File: src/rtl/bpd_pkg.sv
package bpd_pkg;
  typedef enum logic {MAP_MEMORY = 1'b0, MAP_ISOLATED = 1'b1} map_mode_e;
endpackage

File: src/rtl/bpd_decode.sv
module bpd_decode #(
  parameter bpd_pkg::map_mode_e MODE = bpd_pkg::MAP_MEMORY,
  parameter int ADDR_W = 16,
  parameter int IDX_W  = 2
) (
  input  logic              clk,
  input  logic              rst_n,
  input  logic [ADDR_W-1:0] addr_i,
  input  logic              mio_i,
  input  logic              rd_i,
  input  logic              wr_i,
  output logic              access_o,
  output logic [IDX_W-1:0]  idx_o
);
  logic hit;

  generate
    if (MODE == bpd_pkg::MAP_MEMORY) begin : g_mem
      assign hit = addr_i[ADDR_W-1];
    end else begin : g_iso
      assign hit = mio_i;
    end
  endgenerate

  assign idx_o    = addr_i[IDX_W-1:0];
  assign access_o = hit & (rd_i | wr_i);

  // without a strobe there is never a decoded access
  p_no_cmd_no_access_r2: assert property (@(posedge clk) disable iff (!rst_n)
    !(rd_i || wr_i) |-> !access_o);
endmodule

File: src/rtl/bpd_wait.sv
module bpd_wait #(
  parameter int SLOW_LAT = 3
) (
  input  logic clk,
  input  logic rst_n,
  input  logic req_i,
  output logic ready_o
);
  localparam int CNT_W = $clog2(SLOW_LAT + 1);
  logic [CNT_W-1:0] cnt;

  assign ready_o = !req_i || (cnt == CNT_W'(SLOW_LAT));

  always_ff @(posedge clk or negedge rst_n) begin
    if (!rst_n)                cnt <= '0;
    else if (req_i && !ready_o) cnt <= cnt + 1'b1;
    else                       cnt <= '0;
  end

  p_cnt_bound_r6: assert property (@(posedge clk) disable iff (!rst_n)
    cnt <= CNT_W'(SLOW_LAT));
  p_cnt_clear_r6: assert property (@(posedge clk) disable iff (!rst_n)
    (!req_i || ready_o) |=> cnt == '0);
endmodule

File: src/rtl/bpd_regbank.sv
module bpd_regbank #(
  parameter int NUM_REGS = 4,
  parameter int DATA_W   = 8,
  localparam int IDX_W   = $clog2(NUM_REGS)
) (
  input  logic              clk,
  input  logic              rst_n,
  input  logic              we_i,
  input  logic [IDX_W-1:0]  idx_i,
  input  logic [DATA_W-1:0] wdata_i,
  output logic [DATA_W-1:0] rdata_o
);
  logic [NUM_REGS-1:0][DATA_W-1:0] regs;

  generate
    for (genvar g = 0; g < NUM_REGS; g++) begin : g_reg
      always_ff @(posedge clk or negedge rst_n) begin
        if (!rst_n)                                regs[g] <= '0;
        else if (we_i && idx_i == IDX_W'(g))       regs[g] <= wdata_i;
      end
    end
  endgenerate

  assign rdata_o = regs[idx_i];

  p_hold_without_write_r7: assert property (@(posedge clk) disable iff (!rst_n)
    !we_i |=> $stable(regs));
endmodule

File: src/rtl/bus_periph_decoder.sv
module bus_periph_decoder #(
  parameter bpd_pkg::map_mode_e MODE = bpd_pkg::MAP_MEMORY,
  parameter int ADDR_W   = 16,
  parameter int DATA_W   = 8,
  parameter int NUM_REGS = 4,
  parameter int SLOW_IDX = 3,
  parameter int SLOW_LAT = 3
) (
  input  logic              clk,
  input  logic              rst_n,
  input  logic [ADDR_W-1:0] bus_addr,
  input  logic              bus_mio,
  input  logic              bus_rd,
  input  logic              bus_wr,
  input  logic [DATA_W-1:0] bus_wdata,
  output logic [DATA_W-1:0] bus_rdata,
  output logic              bus_rdata_oe,
  output logic              bus_ready
);
  localparam int IDX_W = $clog2(NUM_REGS);

  logic             access;
  logic [IDX_W-1:0] idx;
  logic             slow_req;
  logic             we;
  logic [DATA_W-1:0] bank_rdata;

  bpd_decode #(.MODE(MODE), .ADDR_W(ADDR_W), .IDX_W(IDX_W)) u_decode (
    .clk(clk), .rst_n(rst_n), .addr_i(bus_addr), .mio_i(bus_mio),
    .rd_i(bus_rd), .wr_i(bus_wr), .access_o(access), .idx_o(idx)
  );

  assign slow_req = access && (idx == IDX_W'(SLOW_IDX));

  bpd_wait #(.SLOW_LAT(SLOW_LAT)) u_wait (
    .clk(clk), .rst_n(rst_n), .req_i(slow_req), .ready_o(bus_ready)
  );

  assign we = access && bus_wr && bus_ready;

  bpd_regbank #(.NUM_REGS(NUM_REGS), .DATA_W(DATA_W)) u_bank (
    .clk(clk), .rst_n(rst_n), .we_i(we), .idx_i(idx),
    .wdata_i(bus_wdata), .rdata_o(bank_rdata)
  );

  assign bus_rdata_oe = access && bus_rd;
  assign bus_rdata    = bus_rdata_oe ? bank_rdata : '0;

  p_ready_at_rest_r5: assert property (@(posedge clk) disable iff (!rst_n)
    !(bus_rd || bus_wr) |-> bus_ready);
  p_wait_needs_decode_r6: assert property (@(posedge clk) disable iff (!rst_n)
    !bus_ready |-> access);
  p_oe_needs_read_r8: assert property (@(posedge clk) disable iff (!rst_n)
    bus_rdata_oe |-> bus_rd);
endmodule

File: config.mk
export PLATFORM = sky130hd
export DESIGN_NAME = bus_periph_decoder
export DESIGN_NICKNAME = d
export VERILOG_FILES = /design/src/rtl/bpd_pkg.sv /design/src/rtl/bpd_decode.sv /design/src/rtl/bpd_wait.sv /design/src/rtl/bpd_regbank.sv /design/src/rtl/bus_periph_decoder.sv
export SDC_FILE = /design/constraint.sdc
export NUM_CORES = 1
export LEC_CHECK = 0
export BUFFER_PORTS_ARGS = -buffer_cell sky130_fd_sc_hd__buf_2
export CORE_MARGIN = 3
export CORE_UTILIZATION = 40
export CTS_BUF_LIST = sky130_fd_sc_hd__clkbuf_4
export DETAILED_ROUTE_END_ITERATION = 16
export HOLD_SLACK_MARGIN = 0.02
export PLACE_DENSITY_LB_ADDON = 0.25
export RECOVER_POWER = 25
export SKIP_LAST_GASP = 1
export SYNTH_ARGS = -nofsm -noshare
export SYNTH_HDL_FRONTEND = slang
export SYNTH_SLANG_ARGS = --single-unit
File: constraint.sdc
create_clock -name clk -period 2.67 [get_ports clk]
set_input_delay 0.534 -clock clk [delete_from_list [all_inputs] [get_ports clk]]
set_output_delay 0.534 -clock clk [all_outputs]
set_load 0.1 [all_outputs]
==> flow_summary.json, run 1 <==
{
  "endpoint_kind": "output pin",
  "hold_class": "flop to flop",
  "clock_path_buffers": 2,
  "routed_wl_um": 3000,
  "rsz0062_at_grt": "no",
  "cts_resized": 0,
  "synthTopCellsByArea": "dfrtp_1 54%, mux2_2 23%, mux4_2 9.9%",
  "wl_per_cell_um": 17.2,
  "dieArea_um2": 4760,
  "final_hold_viol_count": 0,
  "setup_tns_ps": 0,
  "yosys.cell_count.top_type": "dfrtp_1",
  "slew_violations": 35,
  "max-vdd-ir-drop_v": 0.000253,
  "dp_cells": 167,
  "ant_nets": 0,
  "critPathMostFrequentCell": "buf_2",
  "grt_pass1_wl_um": 5150,
  "rr_worst_depth": 4,
  "dr.pass1.iters": 2,
  "min_period_ps": 2480,
  "yosysUniqueCellTypes": 18,
  "cts_buffers": 5,
  "max_freq_ghz": 0.404,
  "synth_top_area_share_pct": 53.6,
  "synth_area_um2": 1590,
  "fin_cells": 174,
  "io_pins": 39,
  "synth_common_cells": "34 x dfrtp_1, 32 x mux2_2, 9 x and2_1, 7 x mux4_2",
  "io_buffers": 24,
  "worst_ep_arrival_time_ps": 1940,
  "drc": 0,
  "clk_pin_slew_ps": 100,
  "h-tree-depth": 2,
  "grt_pass1_vias": 1036,
  "final.period_utilization_pct": 92.7,
  "status": "finished, violations left",
  "post_cts_buffers": 0,
  "die_h_um": 69.0,
  "clock_skew_ps": 7.89,
  "async_reset_ff_share_pct": 100,
  "hold_depth": 1,
  "setup_viol": 0,
  "cp_top_family": "buffers and inverters",
  "num_rows": 22,
  "violations": "max-capacitance violations, max-slew violations",
  "root_buffer": "clkbuf_4",
  "cts_hold_buffers": 0,
  "grt_max_degree": 35,
  "die_w_um": 69.0,
  "crit_chain": "buf_2 > mux4_1 > and2_1 > buf_2",
  "fin_hold_ws_ps": 441,
  "drv_cap": 1,
  "dp_hpwl_um": 1990,
  "first_iter_violations": 15,
  "syn2layout_area_growth_pct": 12.5,
  "cp_num_buf_inv": 2,
  "core-area_um2": 3740,
  "ys.flop_type": "dfrtp_1",
  "path_class": "input pin to output pin",
  "syn_area_per_cell_um2": 16.0,
  "path_depth": 4,
  "synth_fp_nets": 129,
  "layout-drive-gt1-share_pct": 57.9,
  "insertion_delay_ps": 330,
  "startpoint_type": "input pin",
  "cts_sinks": 34,
  "vias_per_cell": 5.36,
  "yosysWarnings": 0,
  "critPathMaxFanout": 13,
  "layout.nets": 156,
  "vias": 933,
  "netlist_instances": 99,
  "diodes": 0,
  "synth.largest_area_cell": "dfrtp_1",
  "ys_seq_elements": 34,
  "p_leak_nw": 0.844,
  "grt.total_usage_pct": 14.3,
  "slowest_delay_ps": 590,
  "tightest_slew_ps": 1790,
  "powerDensity_nw_per_um2": 654,
  "antenna_found_initial": 0,
  "seq_area_frac_synth_pct": 53.6,
  "synth_edf_count": 0,
  "cp.required_ps": 2140,
  "gp_congestion": 0.721,
  "slew_headroom_pct": -19.3,
  "overflow": 0,
  "crit_slowest_cell": "mux4_1",
  "cts_tree": "built",
  "initial_core_util_pct": 42.4
}
per-layer routing:
metal / up-vias / routed length, um / GRT usage [%]
met1: 485 / 1360 / 17.7
li1: 421 / - / -
met5: - / 0 / 0
met3: 4 / 166 / 6.27
met2: 23 / 1430 / 21.6
met4: 0 / 40 / 5.86
cells by family after synthesis:
kind of cell	count (synthesis)	synth area share [%]
multiplexers	40	34.3
flip-flops	34	53.6
AND/OR/NAND/NOR	18	8.67
buffers and inverters	5	2.36
AO/OA/AOI/OAI	1	0.315
adder cells (fa/ha/maj)	1	0.788
sequential cells by signal (all words and copies together) (netlist names):
name and flops:
u_wait.cnt 2, u_bank.regs 32
final timing paths:
check / startpoint / endpoint / slack, ps
max: bus_addr[0] / bus_rdata[7] / 190
min: u_wait.cnt[0]$_DFF_PN0_ / u_wait.cnt[0]$_DFF_PN0_ / 440
max reg2reg: u_wait.cnt[0]$_DFF_PN0_ / u_bank.regs[26]$_DFFE_PN0P_ / 1060
min reg2reg: u_wait.cnt[0]$_DFF_PN0_ / u_wait.cnt[0]$_DFF_PN0_ / 440
max in group asynchronous: rst_n / u_bank.regs[2]$_DFFE_PN0P_ / 970
min in group asynchronous: rst_n / u_bank.regs[28]$_DFFE_PN0P_ / 670
report_power, final:
group	switching [W]	internal, W
clock	0.000156	0.000120
sequential	0.0000361	0.000595
combinational	0.000139	0.000121
through the flow:
step	setup slack (ps)	area, um^2	utilization (%)	total power (W)
after global routing	118	1790	47.7	0.00124
after floorplan	163	1590	-	0.000841
after CTS	172	1790	47.7	0.00118
after global placement	187	1730	46.3	0.000892
final	195	1790	47.7	0.00117
after detailed placement	174	1730	46.3	0.000908
layout by cell type, fill, tap and decap left out:
| cell | n |
|---|---|
| buf_2 | 23 |
| clkbuf_4 | 7 |
| mux2_2 | 32 |
| clkbuf_1 | 1 |
| nand3_1 | 1 |
| and2_1 | 9 |
| nor2_1 | 2 |
| nor3_4 | 1 |
| mux4_1 | 1 |
| o21ai_1 | 1 |
| nand2_2 | 1 |
| inv_1 | 1 |
| nand4b_2 | 2 |
| mux4_2 | 7 |
| dfrtp_1 | 34 |
| and4b_1 | 1 |
| ha_1 | 1 |
| or2_1 | 1 |
cell type report:
cell class	instances	area [um^2]
Tap cell	48	60.1
Fill cell	356	1960
Clock buffer	7	52.6
Sequential cell	34	851
Multi-Input combinational cell	60	699
Timing Repair Buffer	24	119
Inverter	1	3.75
Note: power is estimated with default switching activity, not from simulation.
==> run 2, diff against run 1 <==
--- a/config.mk
+++ b/config.mk
@@ -7,8 +7,8 @@
 export LEC_CHECK = 0
 export BUFFER_PORTS_ARGS = -buffer_cell sky130_fd_sc_hd__buf_2
 export CORE_MARGIN = 3
-export CORE_UTILIZATION = 40
-export CTS_BUF_LIST = sky130_fd_sc_hd__clkbuf_4
+export CORE_UTILIZATION = 59
+export CTS_BUF_LIST = sky130_fd_sc_hd__clkbuf_8
 export DETAILED_ROUTE_END_ITERATION = 16
 export HOLD_SLACK_MARGIN = 0.02
 export PLACE_DENSITY_LB_ADDON = 0.25
==> constraint.sdc (replaced) <==
create_clock -name clk -period 2.67 [get_ports clk]
set_input_delay 0.534 -clock clk [delete_from_list [all_inputs] [get_ports clk]]
set_output_delay 0.534 -clock clk [all_outputs]
set_load 0.05 [all_outputs]
==> flow_summary.json, run 2 (synthesis gave the netlist of run 1 again) <==
{
  "die_w_um": 57.9,
  "root_buffer": "clkbuf_8",
  "critPathMostFrequentCell": "buf_2",
  "io_buffers": 24,
  "slew_headroom_pct": -17.1,
  "met2_usage_pct": 31.6,
  "r2r_slack_ps": 1090,
  "core-area_um2": 2520,
  "fin_hold_ws_ps": 442,
  "vias": 929,
  "layout.nets": 156,
  "endpoint_kind": "output pin",
  "die_h_um": 57.9,
  "use_met1_pct": 25.3,
  "cts_hold_buffers": 0,
  "critPathLaunch": "bus_addr[0]",
  "routed_wl_um": 2790,
  "fin_cells": 157,
  "largestRegisters": "u_bank.regs: 32 flops, u_wait.cnt: 2 flops",
  "diodes": 0,
  "first_iter_violations": 23,
  "io_pins": 39,
  "dr.pass1.iters": 4,
  "post_cts_buffers": 0,
  "violations": "max-capacitance violations, max-slew violations",
  "wl_per_cell_um": 17.8,
  "setup_viol": 0,
  "vias_per_cell": 5.92,
  "p_leak_nw": 0.870,
  "min_period_ps": 2380,
  "final_hold_viol_count": 0,
  "cts_tree": "built",
  "max_freq_ghz": 0.421,
  "grt_max_degree": 35,
  "cts_buffers": 5,
  "hold_class": "flop to flop",
  "largest_reg_flops": 32,
  "gp_congestion": 0.703,
  "num_rows": 18,
  "h-tree-depth": 2,
  "dp_cells": 149,
  "crit_chain": "buf_2 > mux4_1 > and2_1 > buf_2",
  "clock_path_buffers": 2,
  "utilization_pct": 72.2,
  "setup_tns_ps": 0,
  "rr_worst_depth": 4,
  "dieArea_um2": 3350,
  "cp.required_ps": 2140,
  "cts_sinks": 34,
  "layout-drive-gt1-share_pct": 58.3,
  "layout_common_cells": "34 x dfrtp_1, 32 x mux2_2, 23 x buf_2",
  "final.period_utilization_pct": 89.0,
  "grt.total_usage_pct": 19.5,
  "antenna_found_initial": 0,
  "total_power_w": 0.00129,
  "clk_pin_slew_ps": 60,
  "met3_usage_pct": 4.68,
  "powerDensity_nw_per_um2": 707,
  "crit_end": "bus_rdata[7]",
  "max_flop_register": "u_bank.regs",
  "grt_pass1_vias": 995,
  "drc": 0,
  "startpoint_type": "input pin",
  "crit_slowest_cell": "mux4_1",
  "tightest_slew_ps": 1760,
  "path_class": "input pin to output pin",
  "grt_pass1_wl_um": 4710,
  "cts_resized": 0,
  "slowest_delay_ps": 600,
  "clock_skew_ps": 5.58,
  "r2r-end": "u_bank.regs[29]$_DFFE_PN0P_",
  "ant_nets": 0,
  "syn2layout_area_growth_pct": 14.7,
  "critPathMaxFanout": 13,
  "insertion_delay_ps": 280,
  "r2r_start": "u_wait.cnt[0]$_DFF_PN0_",
  "initial_core_util_pct": 62.9,
  "worst_ep_arrival_time_ps": 1840,
  "dp_hpwl_um": 1940,
  "final_common_cell": "dfrtp_1",
  "rsz0062_at_grt": "no",
  "grt-busiest-layer": "met2",
  "status": "finished, violations left",
  "overflow": 0,
  "drv_cap": 1,
  "slew_violations": 35,
  "max-vdd-ir-drop_v": 0.000578
}
[run 2: changes by cell type in the layout (fill, tap and decap cells not counted), sizes merged]
cell / change
clkbuf: +1
[run 2: report_power, final]
| part | leakage (nW) | internal [W] | switching (W) |
|---|---|---|---|
| clock | 0.0575 | 0.000260 | 0.000171 |
| sequential | 0.427 | 0.000596 | 0.0000386 |
| combinational | 0.385 | 0.000121 | 0.000100 |
| total | 0.870 | 0.000978 | 0.000310 |
[run 2: how the worst min path moves through the flow]
stage               slack (ps)               startpoint  depth (start not counted)                    endpoint
floorplan                  240                    rst_n                          0  u_bank.regs[0]$_DFFE_PN0P_
global placement           420  u_wait.cnt[0]$_DFF_PN0_                          1     u_wait.cnt[0]$_DFF_PN0_
global route               470  u_wait.cnt[0]$_DFF_PN0_                          1     u_wait.cnt[0]$_DFF_PN0_
detailed placement         440  u_wait.cnt[0]$_DFF_PN0_                          1     u_wait.cnt[0]$_DFF_PN0_
CTS                        330                    rst_n                          1  u_bank.regs[8]$_DFFE_PN0P_
finish                     440  u_wait.cnt[0]$_DFF_PN0_                          1     u_wait.cnt[0]$_DFF_PN0_
[run 2: final cells by class]
| class | count | area (um^2) |
|---|---|---|
| repair buffers | 24 | 119 |
| clock buffers | 8 | 110 |
| multi-input cells | 60 | 699 |
| well taps | 30 | 37.5 |
| flip-flops and latches | 34 | 851 |
| inverters | 1 | 3.75 |
| fillers | 170 | 702 |
[run 2: worst max-delay path: cells and delay by family]
family,cells,cell delay [ps]
buf+inv,2,540
mux,1,600
simple gates,1,170
[run 2: per-layer routing]
metal	share of wire, %	up-vias
met1	43	477
met4	1.6	0
met5	0	-
met3	5.2	5
li1	-	423
met2	50	24
[run 2: per-stage QoR]
step | worst slack, ps | cell area, um^2
global route | 189 | 1820
CTS | 261 | 1820
detailed placement | 271 | 1710
floorplan | 404 | 1590
finish | 293 | 1820
global placement | 285 | 1710
==> run 3, diff against run 2 <==
--- a/config.mk
+++ b/config.mk
@@ -10,10 +10,12 @@
 export CORE_UTILIZATION = 59
 export CTS_BUF_LIST = sky130_fd_sc_hd__clkbuf_8
 export DETAILED_ROUTE_END_ITERATION = 16
+export GPL_TIMING_DRIVEN = 1
 export HOLD_SLACK_MARGIN = 0.02
 export PLACE_DENSITY_LB_ADDON = 0.25
 export RECOVER_POWER = 25
 export SKIP_LAST_GASP = 1
 export SYNTH_ARGS = -nofsm -noshare
 export SYNTH_HDL_FRONTEND = slang
+export SYNTH_HIERARCHICAL = 1
 export SYNTH_SLANG_ARGS = --single-unit
==> flow_summary.json, run 3 <==
{
  "status": "finished, violations left",
  "violations": "max-capacitance violations, max-slew violations",
  "multiInputGateArea_um2": 719,
  "synth.largest_area_cell": "dfrtp_1",
  "startpoint_type": "input pin",
  "io_buffers": 24,
  "drv_cap": 1,
  "max_freq_ghz": 0.414,
  "clock_path_buffers": 2,
  "vias_per_cell": 5.91,
  "slew_violations": 35,
  "layout_common_cells": "34 x dfrtp_1, 32 x mux2_2, 23 x buf_2",
  "gp_congestion": 0.746,
  "largest_reg_flops": 32,
  "rsz0062_at_grt": "no",
  "cp.required_ps": 2140,
  "synth_fp_nets": 129,
  "fin_cells": 159,
  "cts_hold_buffers": 0,
  "initial_core_util_pct": 63.6,
  "power_frac_seq_pct": 49.0,
  "clock_skew_ps": 3.58,
  "grt_max_degree": 35,
  "clk_pin_slew_ps": 70,
  "synth_top_area_share_pct": 52.6,
  "routed_wl_um": 3050,
  "synth_area_um2": 1620,
  "antenna_found_initial": 0,
  "fin_area_um2": 1860,
  "insertion_delay_ps": 290,
  "num_rows": 18,
  "r2r-end": "u_bank/regs[2]$_DFFE_PN0P_",
  "post_cts_buffers": 0,
  "max-vdd-ir-drop_v": 0.000661,
  "dp_hpwl_um": 2050,
  "wl_per_cell_um": 19.2,
  "endpoint_kind": "output pin",
  "swShare_pct": 25.4,
  "tightest_slew_ps": 1730,
  "layout.nets": 158,
  "die_w_um": 58.4,
  "p_leak_nw": 0.906,
  "placed_cell_area_um2": 1750,
  "grt.total_usage_pct": 20.7,
  "synthTopCellsByArea": "dfrtp_1 53%, mux2_2 22%, mux4_2 7.0%",
  "netlist_instances": 99,
  "grt_pass1_vias": 1079,
  "fill_cells": 170,
  "largestRegisters": "u_bank/regs: 32 flops, u_wait/cnt: 2 flops",
  "final_hold_viol_count": 0,
  "fin_hold_ws_ps": 463,
  "min_period_ps": 2410,
  "ys.flop_type": "dfrtp_1",
  "p_switching_w": 0.000363,
  "critPathLaunch": "bus_addr[0]",
  "dp_cells": 151,
  "critPathMaxFanout": 13,
  "die_h_um": 58.4,
  "ys_seq_elements": 34,
  "worst_ep_arrival_time_ps": 1880,
  "cts_tree": "built",
  "clkPwrFrac_pct": 30.9,
  "io_pins": 39,
  "ant_nets": 0,
  "setup_tns_ps": 0,
  "final.period_utilization_pct": 90.4,
  "r2r_slack_ps": 790,
  "hold_class": "flop to flop",
  "drc": 0,
  "seq_area_um2": 851,
  "synth_common_cells": "34 x dfrtp_1, 32 x mux2_2, 10 x and3_1, 5 x mux4_2",
  "cts_buffers": 5,
  "root_buffer": "clkbuf_8",
  "first_iter_violations": 31,
  "diodes": 0,
  "yosys.cell_count.top_type": "dfrtp_1",
  "dr.pass1.iters": 4,
  "overflow": 0,
  "max_flop_register": "u_bank/regs",
  "setup_viol": 0,
  "crit_end": "bus_rdata[7]",
  "yosysWarnings": 6,
  "synth_edf_count": 0,
  "layout-drive-gt1-share_pct": 58.9,
  "vias": 940,
  "async_reset_ff_share_pct": 100,
  "slew_headroom_pct": -15.4,
  "path_class": "input pin to output pin",
  "core-area_um2": 2540,
  "grt_pass1_wl_um": 5110,
  "syn_area_per_cell_um2": 16.4,
  "rr_worst_depth": 6,
  "syn2layout_area_growth_pct": 14.8,
  "powerDensity_nw_per_um2": 768,
  "dieArea_um2": 3410,
  "seq_area_frac_synth_pct": 52.6,
  "r2r_start": "u_wait/cnt[0]$_DFF_PN0_",
  "p_int_w": 0.00106,
  "cts_resized": 0,
  "h-tree-depth": 2,
  "yosysUniqueCellTypes": 16,
  "combPwrFrac_pct": 20.1,
  "final_common_cell": "dfrtp_1",
  "cts_sinks": 34
}
[run 3: stage by stage]
step           total power, W  util (%)  worst slack [ps]
6_report              0.00143      73.1               257
2_1_floorplan        0.000916         -               112
3_3_place_gp         0.000969      68.8               253
4_1_cts               0.00144      73.1               263
5_1_grt               0.00150      73.1               200
3_5_place_dp         0.000997      68.8               258
[run 3: worst min-delay path by stage]
| stage | start | endpoint | slack [ps] | depth (start not counted) |
|---|---|---|---|---|
| after floorplan | rst_n | u_bank/regs[0]$_DFFE_PN0P_ | 240 | 0 |
| after global routing | u_wait/cnt[0]$_DFF_PN0_ | u_wait/cnt[0]$_DFF_PN0_ | 480 | 1 |
| after detailed placement | u_wait/cnt[0]$_DFF_PN0_ | u_wait/cnt[0]$_DFF_PN0_ | 450 | 1 |
| after CTS | rst_n | u_bank/regs[5]$_DFFE_PN0P_ | 320 | 1 |
| after global placement | u_wait/cnt[0]$_DFF_PN0_ | u_wait/cnt[0]$_DFF_PN0_ | 440 | 1 |
| final | u_wait/cnt[0]$_DFF_PN0_ | u_wait/cnt[0]$_DFF_PN0_ | 460 | 1 |
[run 3: critical path, stage by stage]
cell    delay [ps]
buf_2          350
mux4_1         590
and3_1         190
buf_2          210
[run 3: layout make-up]
class                   instances  share of cell area, %
multi-input cells              60                   38.7
clock buffers                   8                   5.92
repair buffers                 27                   7.60
well taps                      30                   2.02
flip-flops and latches         34                   45.8
[run 3: metal layers]
layer | global-route usage (%) | vias up | wire length, um
li1 | - | 434 | -
met2 | 34.3 | 23 | 1570
met3 | 7.02 | 2 | 158
met5 | 0 | - | 0
met1 | 25.0 | 481 | 1300
met4 | 7.95 | 0 | 22
[run 3: logic make-up (layout without fill, tap and decap cells)]
| family | after synthesis | count (layout) | synth area share [%] |
|---|---|---|---|
| adder cells (fa/ha/maj) | 1 | 1 | 0.773 |
| AO/OA/AOI/OAI | 1 | 1 | 0.464 |
| flip-flops | 34 | 34 | 52.6 |
| AND/OR/NAND/NOR | 18 | 18 | 9.12 |
| buffers and inverters | 5 | 35 | 3.01 |
| multiplexers | 40 | 40 | 34.1 |
[run 3: power groups by stage]
stage | clock network [W] | logic [W] | registers, W
floorplan | 0 | 0.000235 | 0.000681
global placement | 0 | 0.000277 | 0.000692
detailed placement | 0 | 0.000290 | 0.000707
CTS | 0.000455 | 0.000291 | 0.000698
global route | 0.000477 | 0.000310 | 0.000711
finish | 0.000441 | 0.000287 | 0.000699
